**src/rtl/xfer_seq.sv**
```systemverilog
module xfer_seq (
  input  logic       clk,
  input  logic       rst_n,
  input  logic       start,
  input  logic [2:0] msg_sel,
  input  logic       rx_word,
  input  logic       enc_done,
  input  logic       last_word,
  output logic       buf_req,
  output logic       enc_stb,
  output logic       busy,
  output logic       cmd_done,
  output logic       status_latch,
  output logic       fsm_err
);
  localparam logic [3:0] S_IDLE  = 4'b0000;
  localparam logic [3:0] S_INIT  = 4'b0001;
  localparam logic [3:0] S_WR0   = 4'b0010;
  localparam logic [3:0] S_RXW   = 4'b0011;
  localparam logic [3:0] S_TXST  = 4'b0100;
  localparam logic [3:0] S_TXSW  = 4'b0101;
  localparam logic [3:0] S_TXRD  = 4'b0110;
  localparam logic [3:0] S_TXDT  = 4'b0111;
  localparam logic [3:0] S_TXDW  = 4'b1000;
  localparam logic [3:0] S_MSTAT = 4'b1001;
  localparam logic [3:0] S_WRL   = 4'b1010;
  localparam logic [3:0] S_RXCK  = 4'b1011;
  localparam logic [3:0] S_DONE  = 4'b1100;
  localparam logic [3:0] S_BAD0  = 4'b1101;
  localparam logic [3:0] S_BAD1  = 4'b1110;
  localparam logic [3:0] S_BAD2  = 4'b1111;

  logic [3:0] state, nxt;
  logic [2:0] sel_q;

  wire is_bc = sel_q[2];
  wire is_tx = sel_q[1];
  wire is_dt = sel_q[0];

  always_ff @(posedge clk or negedge rst_n)
    if (!rst_n) begin
      state <= S_IDLE;
      sel_q <= 3'b000;
    end else begin
      state <= nxt;
      if (state == S_IDLE && start) sel_q <= msg_sel;
    end

  always_comb begin
    nxt          = state;
    buf_req      = 1'b0;
    enc_stb      = 1'b0;
    busy         = 1'b0;
    cmd_done     = 1'b0;
    status_latch = 1'b0;
    fsm_err      = 1'b0;
    case (state)
      S_IDLE:  if (start) nxt = S_INIT;
      S_INIT: begin
        busy = 1'b1;
        case (sel_q)
          3'b000: nxt = S_WR0;
          3'b001: nxt = S_WR0;
          3'b010: nxt = S_TXST;
          3'b011: nxt = S_TXST;
          3'b100: nxt = S_WR0;
          3'b101: nxt = S_WR0;
          3'b110: begin nxt = S_MSTAT; status_latch = 1'b1; end
          3'b111: begin nxt = S_MSTAT; status_latch = 1'b1; end
        endcase
      end
      S_WR0:   begin busy = 1'b1; buf_req = 1'b1; nxt = S_RXW; end
      S_RXW: begin
        busy = 1'b1;
        if (rx_word) nxt = last_word ? S_WRL : S_WR0;
      end
      S_TXST:  begin busy = 1'b1; enc_stb = 1'b1; nxt = S_TXSW; end
      S_TXSW: begin
        busy = 1'b1;
        if (enc_done) nxt = (is_tx && is_dt) ? S_TXRD : S_DONE;
      end
      S_TXRD:  begin busy = 1'b1; buf_req = 1'b1; nxt = S_TXDT; end
      S_TXDT:  begin busy = 1'b1; enc_stb = 1'b1; nxt = S_TXDW; end
      S_TXDW: begin
        busy = 1'b1;
        if (enc_done) nxt = last_word ? S_DONE : S_TXRD;
      end
      S_MSTAT: begin busy = 1'b1; nxt = S_DONE; end
      S_WRL:   begin busy = 1'b1; buf_req = 1'b1; nxt = S_RXCK; end
      S_RXCK:  begin busy = 1'b1; nxt = is_bc ? S_MSTAT : S_TXST; end
      S_DONE:  begin cmd_done = 1'b1; nxt = S_IDLE; end
      S_BAD0:  begin fsm_err = 1'b1; nxt = S_IDLE; end
      S_BAD1:  begin fsm_err = 1'b1; nxt = S_IDLE; end
      S_BAD2:  begin fsm_err = 1'b1; nxt = S_IDLE; end
    endcase
  end


  err_pulse_chk: assert property (@(posedge clk) disable iff (!rst_n)
    fsm_err |=> !fsm_err && !busy && !buf_req && !enc_stb);

  err_quiet_chk: assert property (@(posedge clk) disable iff (!rst_n)
    fsm_err |-> !(buf_req || enc_stb || busy || cmd_done || status_latch));

  done_pulse_chk: assert property (@(posedge clk) disable iff (!rst_n)
    cmd_done |-> !busy ##1 !cmd_done && !busy);

  latch_once_chk: assert property (@(posedge clk) disable iff (!rst_n)
    status_latch |=> !status_latch && busy && !buf_req && !enc_stb);

  excl_out_chk: assert property (@(posedge clk) disable iff (!rst_n)
    $onehot0({buf_req, enc_stb, cmd_done, fsm_err}));
endmodule

```
**config.mk**
```make
export PLATFORM = sky130hd
export DESIGN_NAME = xfer_seq
export DESIGN_NICKNAME = d
export VERILOG_FILES = /design/src/rtl/xfer_seq.sv
export SDC_FILE = /design/constraint.sdc
export NUM_CORES = 1
export LEC_CHECK = 0
export BUFFER_PORTS_ARGS = -buffer_cell sky130_fd_sc_hd__buf_2
export CAP_MARGIN = 20
export CORE_AREA = 10 10 47 49
export DETAILED_ROUTE_END_ITERATION = 16
export DIE_AREA = 0 0 57 59
export HOLD_SLACK_MARGIN = 0.15
export PLACE_DENSITY_LB_ADDON = 0.3
export SLEW_MARGIN = 20
export SYNTH_ARGS = -nofsm -noshare
export SYNTH_HDL_FRONTEND = slang
export SYNTH_SLANG_ARGS = --single-unit
```
**constraint.sdc**
```tcl
create_clock -name clk -period 4.2 [get_ports clk]
set_input_delay 0.63 -clock clk [delete_from_list [all_inputs] [get_ports clk]]
set_output_delay 0.63 -clock clk [all_outputs]
set_load 0.05 [all_outputs]
```
==> flow_summary.html, run 1 <==
<table>
<tr><th>Metric</th><th>Value</th></tr>
<tr><th colspan="2">Cells and area</th></tr>
<tr><td>Fraction of final layout cells with drive strength greater than 1</td><td>0.2771</td></tr>
<tr><td>Final standard cell area without fillers</td><td>670.6 µm²</td></tr>
<tr><td>Non-filler instance count after layout</td><td>99</td></tr>
<tr><td>P&amp;R area growth vs syn</td><td>13.56%</td></tr>
<tr><td>Number of filler cells placed in the layout</td><td>152</td></tr>
<tr><td>Antenna diodes</td><td>0</td></tr>
<tr><td>Net count of the finished layout</td><td>93</td></tr>
<tr><th colspan="2">Global route</th></tr>
<tr><td>Via count of the first global-routing pass</td><td>547</td></tr>
<tr><td>First-pass GRT wire length</td><td>2.428 mm</td></tr>
<tr><td>Most congested layer reported by global routing</td><td>met2</td></tr>
<tr><td>Global-route congestion overflow total</td><td>0</td></tr>
<tr><td>GR Util met1</td><td>0.1051</td></tr>
<tr><td>Met3 usage</td><td>0.04077</td></tr>
<tr><td>Total GRT Usage</td><td>0.08565</td></tr>
<tr><td>Met2 routing resource usage after global routing</td><td>0.1318</td></tr>
<tr><td>Antenna violations before repair</td><td>0</td></tr>
<tr><td>Largest net degree at the start of global routing</td><td>20</td></tr>
<tr><th colspan="2">Floorplanning</th></tr>
<tr><td>I/O pins</td><td>15</td></tr>
<tr><td>Initial core utilization</td><td>0.4214</td></tr>
<tr><td>Die area</td><td>3363 µm²</td></tr>
<tr><td>Die H</td><td>59 µm</td></tr>
<tr><td>Number of core rows</td><td>14</td></tr>
<tr><td>Die extent in x</td><td>57 µm</td></tr>
<tr><td>Floorplan Core Area</td><td>1401 µm²</td></tr>
<tr><th colspan="2">Routing</th></tr>
<tr><td>Starting DRC count in detailed routing</td><td>7</td></tr>
<tr><td>ANT nets after route</td><td>0</td></tr>
<tr><td>First-pass detailed-route iteration total</td><td>4</td></tr>
<tr><td>Total via count in the routed design</td><td>575</td></tr>
<tr><td>Final wirelength</td><td>1.412 mm</td></tr>
<tr><td>Average routed wire per standard cell</td><td>14.26 µm</td></tr>
<tr><td>Mean number of vias per cell</td><td>5.808</td></tr>
<tr><td>Total DRC errors in the routed layout</td><td>0</td></tr>
<tr><th colspan="2">Clocking</th></tr>
<tr><td>Number of buffers created by CTS</td><td>3</td></tr>
<tr><td>Number of hold-repair buffers added at the cts stage</td><td>0</td></tr>
<tr><td>Buffer count from post-CTS setup fixing</td><td>0</td></tr>
<tr><td>Number of levels the H-tree was split into</td><td>1</td></tr>
<tr><td>Resized cells post-CTS</td><td>0</td></tr>
<tr><td>Insertion delay to the later sink of the worst-skew pair</td><td>0.24 ns</td></tr>
<tr><td>Maximum clock path buffer count</td><td>2</td></tr>
<tr><td>Register clock-pin slew on the reported worst setup and hold paths</td><td>0.05 ns</td></tr>
<tr><td>Cell at the root of the clock tree</td><td>sky130_fd_sc_hd__clkbuf_4</td></tr>
<tr><td>TritonCTS sink count</td><td>7</td></tr>
<tr><td>CTS tree</td><td>done</td></tr>
<tr><th colspan="2">STA</th></tr>
<tr><td>Worst-case clock skew</td><td>0.002338 ns</td></tr>
<tr><td>RSZ-0062 raised after global routing</td><td>no</td></tr>
<tr><td>Final-report hold violation count</td><td>0</td></tr>
<tr><td>Final period utilization</td><td>0.5522</td></tr>
<tr><td>Fmax</td><td>431.2 MHz</td></tr>
<tr><td>Transition time at the pin with the least slew margin</td><td>0.5266 ns</td></tr>
<tr><td>Worst slew margin relative to its limit</td><td>0.6490</td></tr>
<tr><td>Min Tclk post-route</td><td>2.319 ns</td></tr>
<tr><td>Number of pins with negative max-slew slack in the final report</td><td>0</td></tr>
<tr><td>Total of endpoints with negative setup slack in the final report</td><td>0</td></tr>
<tr><td>Final-layout setup total negative slack</td><td>0 ns</td></tr>
<tr><th colspan="2">Place</th></tr>
<tr><td>Placement-stage cell area</td><td>644.4 µm²</td></tr>
<tr><td>GP Congestion</td><td>0.8582</td></tr>
<tr><td>Half-perimeter wire length after placement</td><td>1.090 mm</td></tr>
<tr><td>Port-buffer cells</td><td>14</td></tr>
<tr><td>Placed insts</td><td>95</td></tr>
<tr><th colspan="2">Yosys</th></tr>
<tr><td>Synthesized area</td><td>590.6 µm²</td></tr>
<tr><td>Post-Synthesis Net Count</td><td>81</td></tr>
<tr><td>Synth warn</td><td>0</td></tr>
<tr><td>Dominant cells by area after synthesis</td><td>sky130_fd_sc_hd__dfrtp_1, sky130_fd_sc_hd__mux2_2, sky130_fd_sc_hd__nand2_1</td></tr>
<tr><td>Post-synth top cells</td><td>sky130_fd_sc_hd__dfrtp_1, sky130_fd_sc_hd__nand2_1, sky130_fd_sc_hd__a21oi_1</td></tr>
<tr><td>Top-area cell type share of the netlist area</td><td>0.2966</td></tr>
<tr><td>Average cell area after synthesis</td><td>8.202 µm²</td></tr>
<tr><td>Share of async-settable or async-resettable flops after synthesis</td><td>1.000</td></tr>
<tr><td>Cell taking the most area after synthesis</td><td>sky130_fd_sc_hd__dfrtp_1</td></tr>
<tr><td>Most used flip-flop cell after synthesis</td><td>sky130_fd_sc_hd__dfrtp_1</td></tr>
<tr><td>Post-synth EDFFs</td><td>0</td></tr>
<tr><td>Distinct cells, synth</td><td>34</td></tr>
<tr><td>Synthesized flop and latch total</td><td>7</td></tr>
<tr><td>Post-Synthesis Cells</td><td>72</td></tr>
<tr><td>Sequential element share of the synthesized area</td><td>0.2966</td></tr>
<tr><th colspan="2">Power</th></tr>
<tr><td>Total power</td><td>501.7 µW</td></tr>
<tr><td>Largest voltage drop on the vdd net</td><td>317.8 µV</td></tr>
<tr><td>Sequential cell fraction of total power</td><td>0.325</td></tr>
<tr><td>Power spent charging and discharging nets</td><td>248.3 µW</td></tr>
<tr><td>Part of the power in combinational logic</td><td>0.562</td></tr>
<tr><td>Clock group share of total power</td><td>0.113</td></tr>
<tr><td>Power per cell area</td><td>748.1 nW/µm²</td></tr>
<tr><td>Net switching share of the total power</td><td>0.4949</td></tr>
<tr><td>Reported leakage power</td><td>0.0002806 µW</td></tr>
<tr><td>Internal power</td><td>253.4 µW</td></tr>
<tr><th colspan="2">Critical path</th></tr>
<tr><td>Setup slack on the worst flop-to-flop path</td><td>2.25 ns</td></tr>
<tr><td>Endpoint type of the worst setup path</td><td>output port</td></tr>
<tr><td>Data arrival, critical path</td><td>1.69 ns</td></tr>
<tr><td>Critical Path Source</td><td>state[1]</td></tr>
<tr><td>Source of the worst register-to-register timing path</td><td>state[3]</td></tr>
<tr><td>Maximum fanout along the worst path</td><td>17</td></tr>
<tr><td>Data required time at the worst endpoint</td><td>3.57 ns</td></tr>
<tr><td>Category of the most critical setup path</td><td>register to output port</td></tr>
<tr><td>Kind of launch point of the worst setup path</td><td>register</td></tr>
<tr><th colspan="2">Outcome</th></tr>
<tr><td>Status</td><td>finished clean</td></tr>
<tr><th colspan="2">Job</th></tr>
<tr><td>Max cap viols</td><td>0</td></tr>
<tr><th colspan="2">Min path</th></tr>
<tr><td>Type of the tightest min-delay check</td><td>primary input to async pin</td></tr>
</table>
-- power by group through the flow --
| stage | registers, µW | logic (µW) | clock network, µW |
|---|---|---|---|
| finish | 163 | 282 | 56.6 |
| global route | 170 | 315 | 65.0 |
| CTS | 161 | 283 | 59.5 |
| detailed placement | 162 | 282 | 0 |
| global placement | 162 | 282 | 0 |
| floorplan | 115 | 284 | 0 |
-- layer usage --
| layer | up-vias | share of wire |
|---|---|---|
| li1 | 293 | - |
| met1 | 261 | 0.46 |
| met2 | 19 | 0.46 |
| met3 | 2 | 0.072 |
| met4 | 0 | 0.011 |
| met5 | - | 0 |
-- placed cells by master, fill, tap and decap left out, types with 2 or more instances in the layout --
cell type and instances:
sky130_fd_sc_hd__nor2_1 4, sky130_fd_sc_hd__buf_2 14, sky130_fd_sc_hd__dfrtp_1 7, sky130_fd_sc_hd__o21ai_0 3, sky130_fd_sc_hd__a211oi_1 3, sky130_fd_sc_hd__nand3b_1 2, sky130_fd_sc_hd__mux2_2 4, sky130_fd_sc_hd__inv_1 2
sky130_fd_sc_hd__nor3b_1 2, sky130_fd_sc_hd__nand2_1 7, sky130_fd_sc_hd__a21oi_1 5, sky130_fd_sc_hd__o311a_1 2, sky130_fd_sc_hd__clkbuf_4 3, sky130_fd_sc_hd__nor2b_1 3, sky130_fd_sc_hd__nor3_1 4
-- through the flow --
step	util	setup WS (ns)	hold WS, ns
3_5_place_dp	0.4598	2.156	0.4682
5_1_grt	0.4786	1.717	0.2020
3_3_place_gp	0.4598	2.163	0.4662
6_report	0.4786	1.881	0.2099
2_1_floorplan	-	1.704	0.3344
4_1_cts	0.4786	1.886	0.2080
-- final cells by class --
class | instances | area, µm² | area share
clock buffer | 4 | 26.28 | 0.03918
timing repair buffer | 14 | 70.07 | 0.1045
sequential | 7 | 175.2 | 0.2612
multi-input combinational | 55 | 367.9 | 0.5485
tap | 16 | 20.02 | 0.02985
inverter | 3 | 11.26 | 0.01679
-- registers in the layout, summed over array words and instances, names as in the netlist --
register,cells
sel_q,3
state,4
-- critical path, stage by stage, from the launching register on --
cell and delay (ns):
sky130_fd_sc_hd__dfrtp_1 0.54, sky130_fd_sc_hd__or2_1 0.37, sky130_fd_sc_hd__nor3_1 0.24, sky130_fd_sc_hd__a21oi_1 0.07, sky130_fd_sc_hd__buf_2 0.23
-- final timing paths --
path	end	depth (start not counted)
setup / recovery	busy	4
hold / removal	state[2]	1
setup reg to reg	state[3]	4
hold reg to reg	sel_q[0]	1
max in group asynchronous	state[0]	1
min in group clk	sel_q[0]	1
-- kinds of logic after synthesis --
group	Yosys count	synth area share
buffers and inverters	10	0.08048
muxes	4	0.07627
DFF	7	0.2966
and+or+nand+nor	31	0.2882
AOI/OAI and AO/OA	20	0.2585
(Power assumes the default switching activity.)
==> run 2: changes to the inputs <==
--- a/config.mk
+++ b/config.mk
@@ -7,9 +7,9 @@
 export LEC_CHECK = 0
 export BUFFER_PORTS_ARGS = -buffer_cell sky130_fd_sc_hd__buf_2
 export CAP_MARGIN = 20
-export CORE_AREA = 10 10 47 49
+export CORE_MARGIN = 10
+export CORE_UTILIZATION = 45
 export DETAILED_ROUTE_END_ITERATION = 16
-export DIE_AREA = 0 0 57 59
 export HOLD_SLACK_MARGIN = 0.15
 export PLACE_DENSITY_LB_ADDON = 0.3
 export SLEW_MARGIN = 20
==> constraint.sdc (replaced) <==
create_clock -name clk -period 2.05 [get_ports clk]
set_input_delay 0.3075 -clock clk [delete_from_list [all_inputs] [get_ports clk]]
set_output_delay 0.3075 -clock clk [all_outputs]
set_load 0.05 [all_outputs]
==> run 2 against run 1 <==
Against the previous run:
- clock-buffer cell count fell by 1
- cell area is 6.5% higher
- non-clock buffer count up 4
- via count up 4.5%
- sequential share of layout area decreased by 1.6 points
- critical path type unchanged
- largest cell class unchanged
- highest routed layer unchanged
==> flow_summary.html, run 2 (same netlist as run 1, synthesis figures left out) <==
<table>
<tr><th>Metric</th><th>Value</th></tr>
<tr><th colspan="2">Job</th></tr>
<tr><td>Max cap viols</td><td>0 (unchanged)</td></tr>
<tr><th colspan="2">Global route</th></tr>
<tr><td>First-pass GRT wire length</td><td>2.566 mm (+5.7%)</td></tr>
<tr><td>Largest net degree at the start of global routing</td><td>20 (unchanged)</td></tr>
<tr><td>Global-route congestion overflow total</td><td>0 (unchanged)</td></tr>
<tr><td>Via count of the first global-routing pass</td><td>587 (+7.3%)</td></tr>
<tr><td>Antenna violations before repair</td><td>0 (unchanged)</td></tr>
<tr><td>Total GRT Usage</td><td>0.09715 (+0.01150)</td></tr>
<tr><th colspan="2">Floorplanning</th></tr>
<tr><td>I/O pins</td><td>15 (unchanged)</td></tr>
<tr><td>Die H</td><td>56.23 µm (-4.7%)</td></tr>
<tr><td>Initial core utilization</td><td>0.5043 (+0.08284)</td></tr>
<tr><td>Number of core rows</td><td>12 (-2)</td></tr>
<tr><td>Die extent in x</td><td>56.23 µm (-1.4%)</td></tr>
<tr><td>Floorplan Core Area</td><td>1171 µm² (-16%)</td></tr>
<tr><td>Die area</td><td>3161 µm² (-6.0%)</td></tr>
<tr><th colspan="2">Critical path</th></tr>
<tr><td>Cell-by-cell listing of the critical path</td><td>or2_1 &gt; nor3_2 &gt; a21oi_1 &gt; buf_2</td></tr>
<tr><td>Stage delay of the slowest cell on the critical path</td><td>0.48 ns (-0.06 ns)</td></tr>
<tr><td>Data required time at the worst endpoint</td><td>1.74 ns (-1.83 ns)</td></tr>
<tr><td>Setup slack on the worst flop-to-flop path</td><td>0.24 ns (-2.01 ns)</td></tr>
<tr><td>Category of the most critical setup path</td><td>register to output port</td></tr>
<tr><td>Data arrival, critical path</td><td>1.58 ns (-0.11 ns)</td></tr>
<tr><td>Maximum fanout along the worst path</td><td>10 (-7)</td></tr>
<tr><td>Endpoint type of the worst setup path</td><td>output port</td></tr>
<tr><td>Kind of launch point of the worst setup path</td><td>register</td></tr>
<tr><td>CP max stage cell</td><td>sky130_fd_sc_hd__dfrtp_1</td></tr>
<tr><th colspan="2">Power</th></tr>
<tr><td>Power per cell area</td><td>1538 nW/µm² (+110%)</td></tr>
<tr><td>Total power</td><td>1099 µW (+120%)</td></tr>
<tr><td>Largest voltage drop on the vdd net</td><td>893.4 µV (+180%)</td></tr>
<tr><td>Reported leakage power</td><td>0.0003086 µW (+10%)</td></tr>
<tr><th colspan="2">STA</th></tr>
<tr><td>Worst-case clock skew</td><td>0.008695 ns (+0.006357 ns)</td></tr>
<tr><td>Final period utilization</td><td>0.9231</td></tr>
<tr><td>Number of pins with negative max-slew slack in the final report</td><td>0 (unchanged)</td></tr>
<tr><td>Total of endpoints with negative setup slack in the final report</td><td>0 (unchanged)</td></tr>
<tr><td>Min Tclk post-route</td><td>1.892 ns</td></tr>
<tr><td>RSZ-0062 raised after global routing</td><td>no</td></tr>
<tr><td>Worst hold slack</td><td>0.2827 ns (+0.07278 ns)</td></tr>
<tr><td>Worst slew margin relative to its limit</td><td>0.6086 (-0.04038)</td></tr>
<tr><td>Fmax</td><td>528.4 MHz</td></tr>
<tr><td>Transition time at the pin with the least slew margin</td><td>0.5872 ns (+0.06058 ns)</td></tr>
<tr><td>Final-report hold violation count</td><td>0 (unchanged)</td></tr>
<tr><td>Final-layout setup total negative slack</td><td>0 ns (unchanged)</td></tr>
<tr><th colspan="2">Clocking</th></tr>
<tr><td>TritonCTS sink count</td><td>7 (unchanged)</td></tr>
<tr><td>Insertion delay to the later sink of the worst-skew pair</td><td>0.26 ns (+0.02 ns)</td></tr>
<tr><td>Maximum clock path buffer count</td><td>2 (unchanged)</td></tr>
<tr><td>Buffer count from post-CTS setup fixing</td><td>0 (unchanged)</td></tr>
<tr><td>Number of levels the H-tree was split into</td><td>1 (unchanged)</td></tr>
<tr><td>CTS tree</td><td>done</td></tr>
<tr><td>Register clock-pin slew on the reported worst setup and hold paths</td><td>0.06 ns (about the same)</td></tr>
<tr><td>Cell at the root of the clock tree</td><td>sky130_fd_sc_hd__clkbuf_4</td></tr>
<tr><td>Number of buffers created by CTS</td><td>3 (unchanged)</td></tr>
<tr><th colspan="2">Cells and area</th></tr>
<tr><td>P&amp;R area growth vs syn</td><td>20.97%</td></tr>
<tr><td>Final standard cell area without fillers</td><td>714.4 µm² (+6.5%)</td></tr>
<tr><td>Top reg by flops</td><td>state</td></tr>
<tr><td>Fraction of final layout cells with drive strength greater than 1</td><td>0.3333 (+0.05622)</td></tr>
<tr><td>Flip-flop count of the largest register after layout</td><td>4 (unchanged)</td></tr>
<tr><td>Multi-input gate area in the final layout</td><td>377.9 µm² (+2.7%)</td></tr>
<tr><td>Seq. cell area</td><td>175.2 µm² (unchanged)</td></tr>
<tr><td>Net count of the finished layout</td><td>97 (+4.3%)</td></tr>
<tr><td>Biggest registers after layout</td><td>state (4), sel_q (3)</td></tr>
<tr><td>Antenna diodes</td><td>0 (unchanged)</td></tr>
<tr><td>Most frequent standard cell in the layout excluding fill and tap cells</td><td>sky130_fd_sc_hd__buf_2</td></tr>
<tr><td>Number of filler cells placed in the layout</td><td>110 (-28%)</td></tr>
<tr><td>Top library cells by usage in the layout, fill and taps aside</td><td>sky130_fd_sc_hd__buf_2, sky130_fd_sc_hd__nand2_1, sky130_fd_sc_hd__dfrtp_1</td></tr>
<tr><th colspan="2">Routing</th></tr>
<tr><td>Average routed wire per standard cell</td><td>15.28 µm (+7.1%)</td></tr>
<tr><td>Final wirelength</td><td>1.543 mm (+9.3%)</td></tr>
<tr><td>ANT nets after route</td><td>0 (unchanged)</td></tr>
<tr><td>First-pass detailed-route iteration total</td><td>4 (unchanged)</td></tr>
<tr><td>Starting DRC count in detailed routing</td><td>18 (+11)</td></tr>
<tr><td>Total DRC errors in the routed layout</td><td>0 (unchanged)</td></tr>
<tr><td>Mean number of vias per cell</td><td>5.950 (+2.5%)</td></tr>
<tr><td>Total via count in the routed design</td><td>601 (+4.5%)</td></tr>
<tr><th colspan="2">Outcome</th></tr>
<tr><td>Status</td><td>finished clean</td></tr>
<tr><th colspan="2">Place</th></tr>
<tr><td>Half-perimeter wire length after placement</td><td>1.204 mm (+11%)</td></tr>
<tr><td>Placement-stage cell area</td><td>669.4 µm² (+3.9%)</td></tr>
<tr><td>GP Congestion</td><td>0.8668 (+1.0%)</td></tr>
<tr><td>Port-buffer cells</td><td>14 (unchanged)</td></tr>
<tr><th colspan="2">Min path</th></tr>
<tr><td>Type of the tightest min-delay check</td><td>primary input to register</td></tr>
</table>
run 2: area by class of cell:
| class | count | share of cell area |
|---|---|---|
| Clock inverter | 1 | 0.007005 |
| Sequential cell | 7 | 0.2452 |
| Timing Repair Buffer | 18 | 0.1471 |
| Tap cell | 14 | 0.02452 |
| Clock buffer | 3 | 0.03152 |
| Inverter | 3 | 0.01576 |
| Multi-Input combinational cell | 55 | 0.5289 |
run 2: power by group:
part           internal [µW]  total [µW]  switching, µW
sequential               199         295           95.2
clock                   71.4         125           53.8
combinational            282         679            397
total                    553        1100            546
run 2: metal layers:
metal,GRT usage,vias up,wire [µm]
li1,-,299,-
met2,0.1543,20,721
met5,0,-,0
met3,0.01595,5,71
met1,0.1127,277,699
met4,0.07167,0,51
run 2: worst paths after layout:
path / startpoint / cells past startpoint / to
max: state[1] / 4 / busy
min in group asynchronous: rst_n / 2 / sel_q[0]
max in group asynchronous: rst_n / 2 / state[0]
min: msg_sel[0] / 2 / sel_q[0]
min reg2reg: sel_q[0] / 1 / sel_q[0]
max reg2reg: state[1] / 4 / state[3]
run 2: critical path, delay by kind of cell, from the launching register on:
| kind | cells | cell delay (ns) |
|---|---|---|
| buffers and inverters | 1 | 0.23 |
| AO/OA/AOI/OAI | 1 | 0.06 |
| flip-flops | 1 | 0.48 |
| AND/OR/NAND/NOR | 2 | 0.56 |
run 2: what timing repair did:
action,in CTS,in global routing
hold buffers,1,0
gates resized for setup,0,3
hold endpoints to repair,7,0
setup endpoints to repair,0,2
run 2: metrics by stage:
stage,setup WS [ns],cells,utilization
finish,0.1576,101,0.6100
CTS,0.1024,101,0.6036
floorplan,0.03731,72,-
global route,0.03076,101,0.6100
detailed placement,0.3003,96,0.5716
global placement,0.2960,96,0.5716
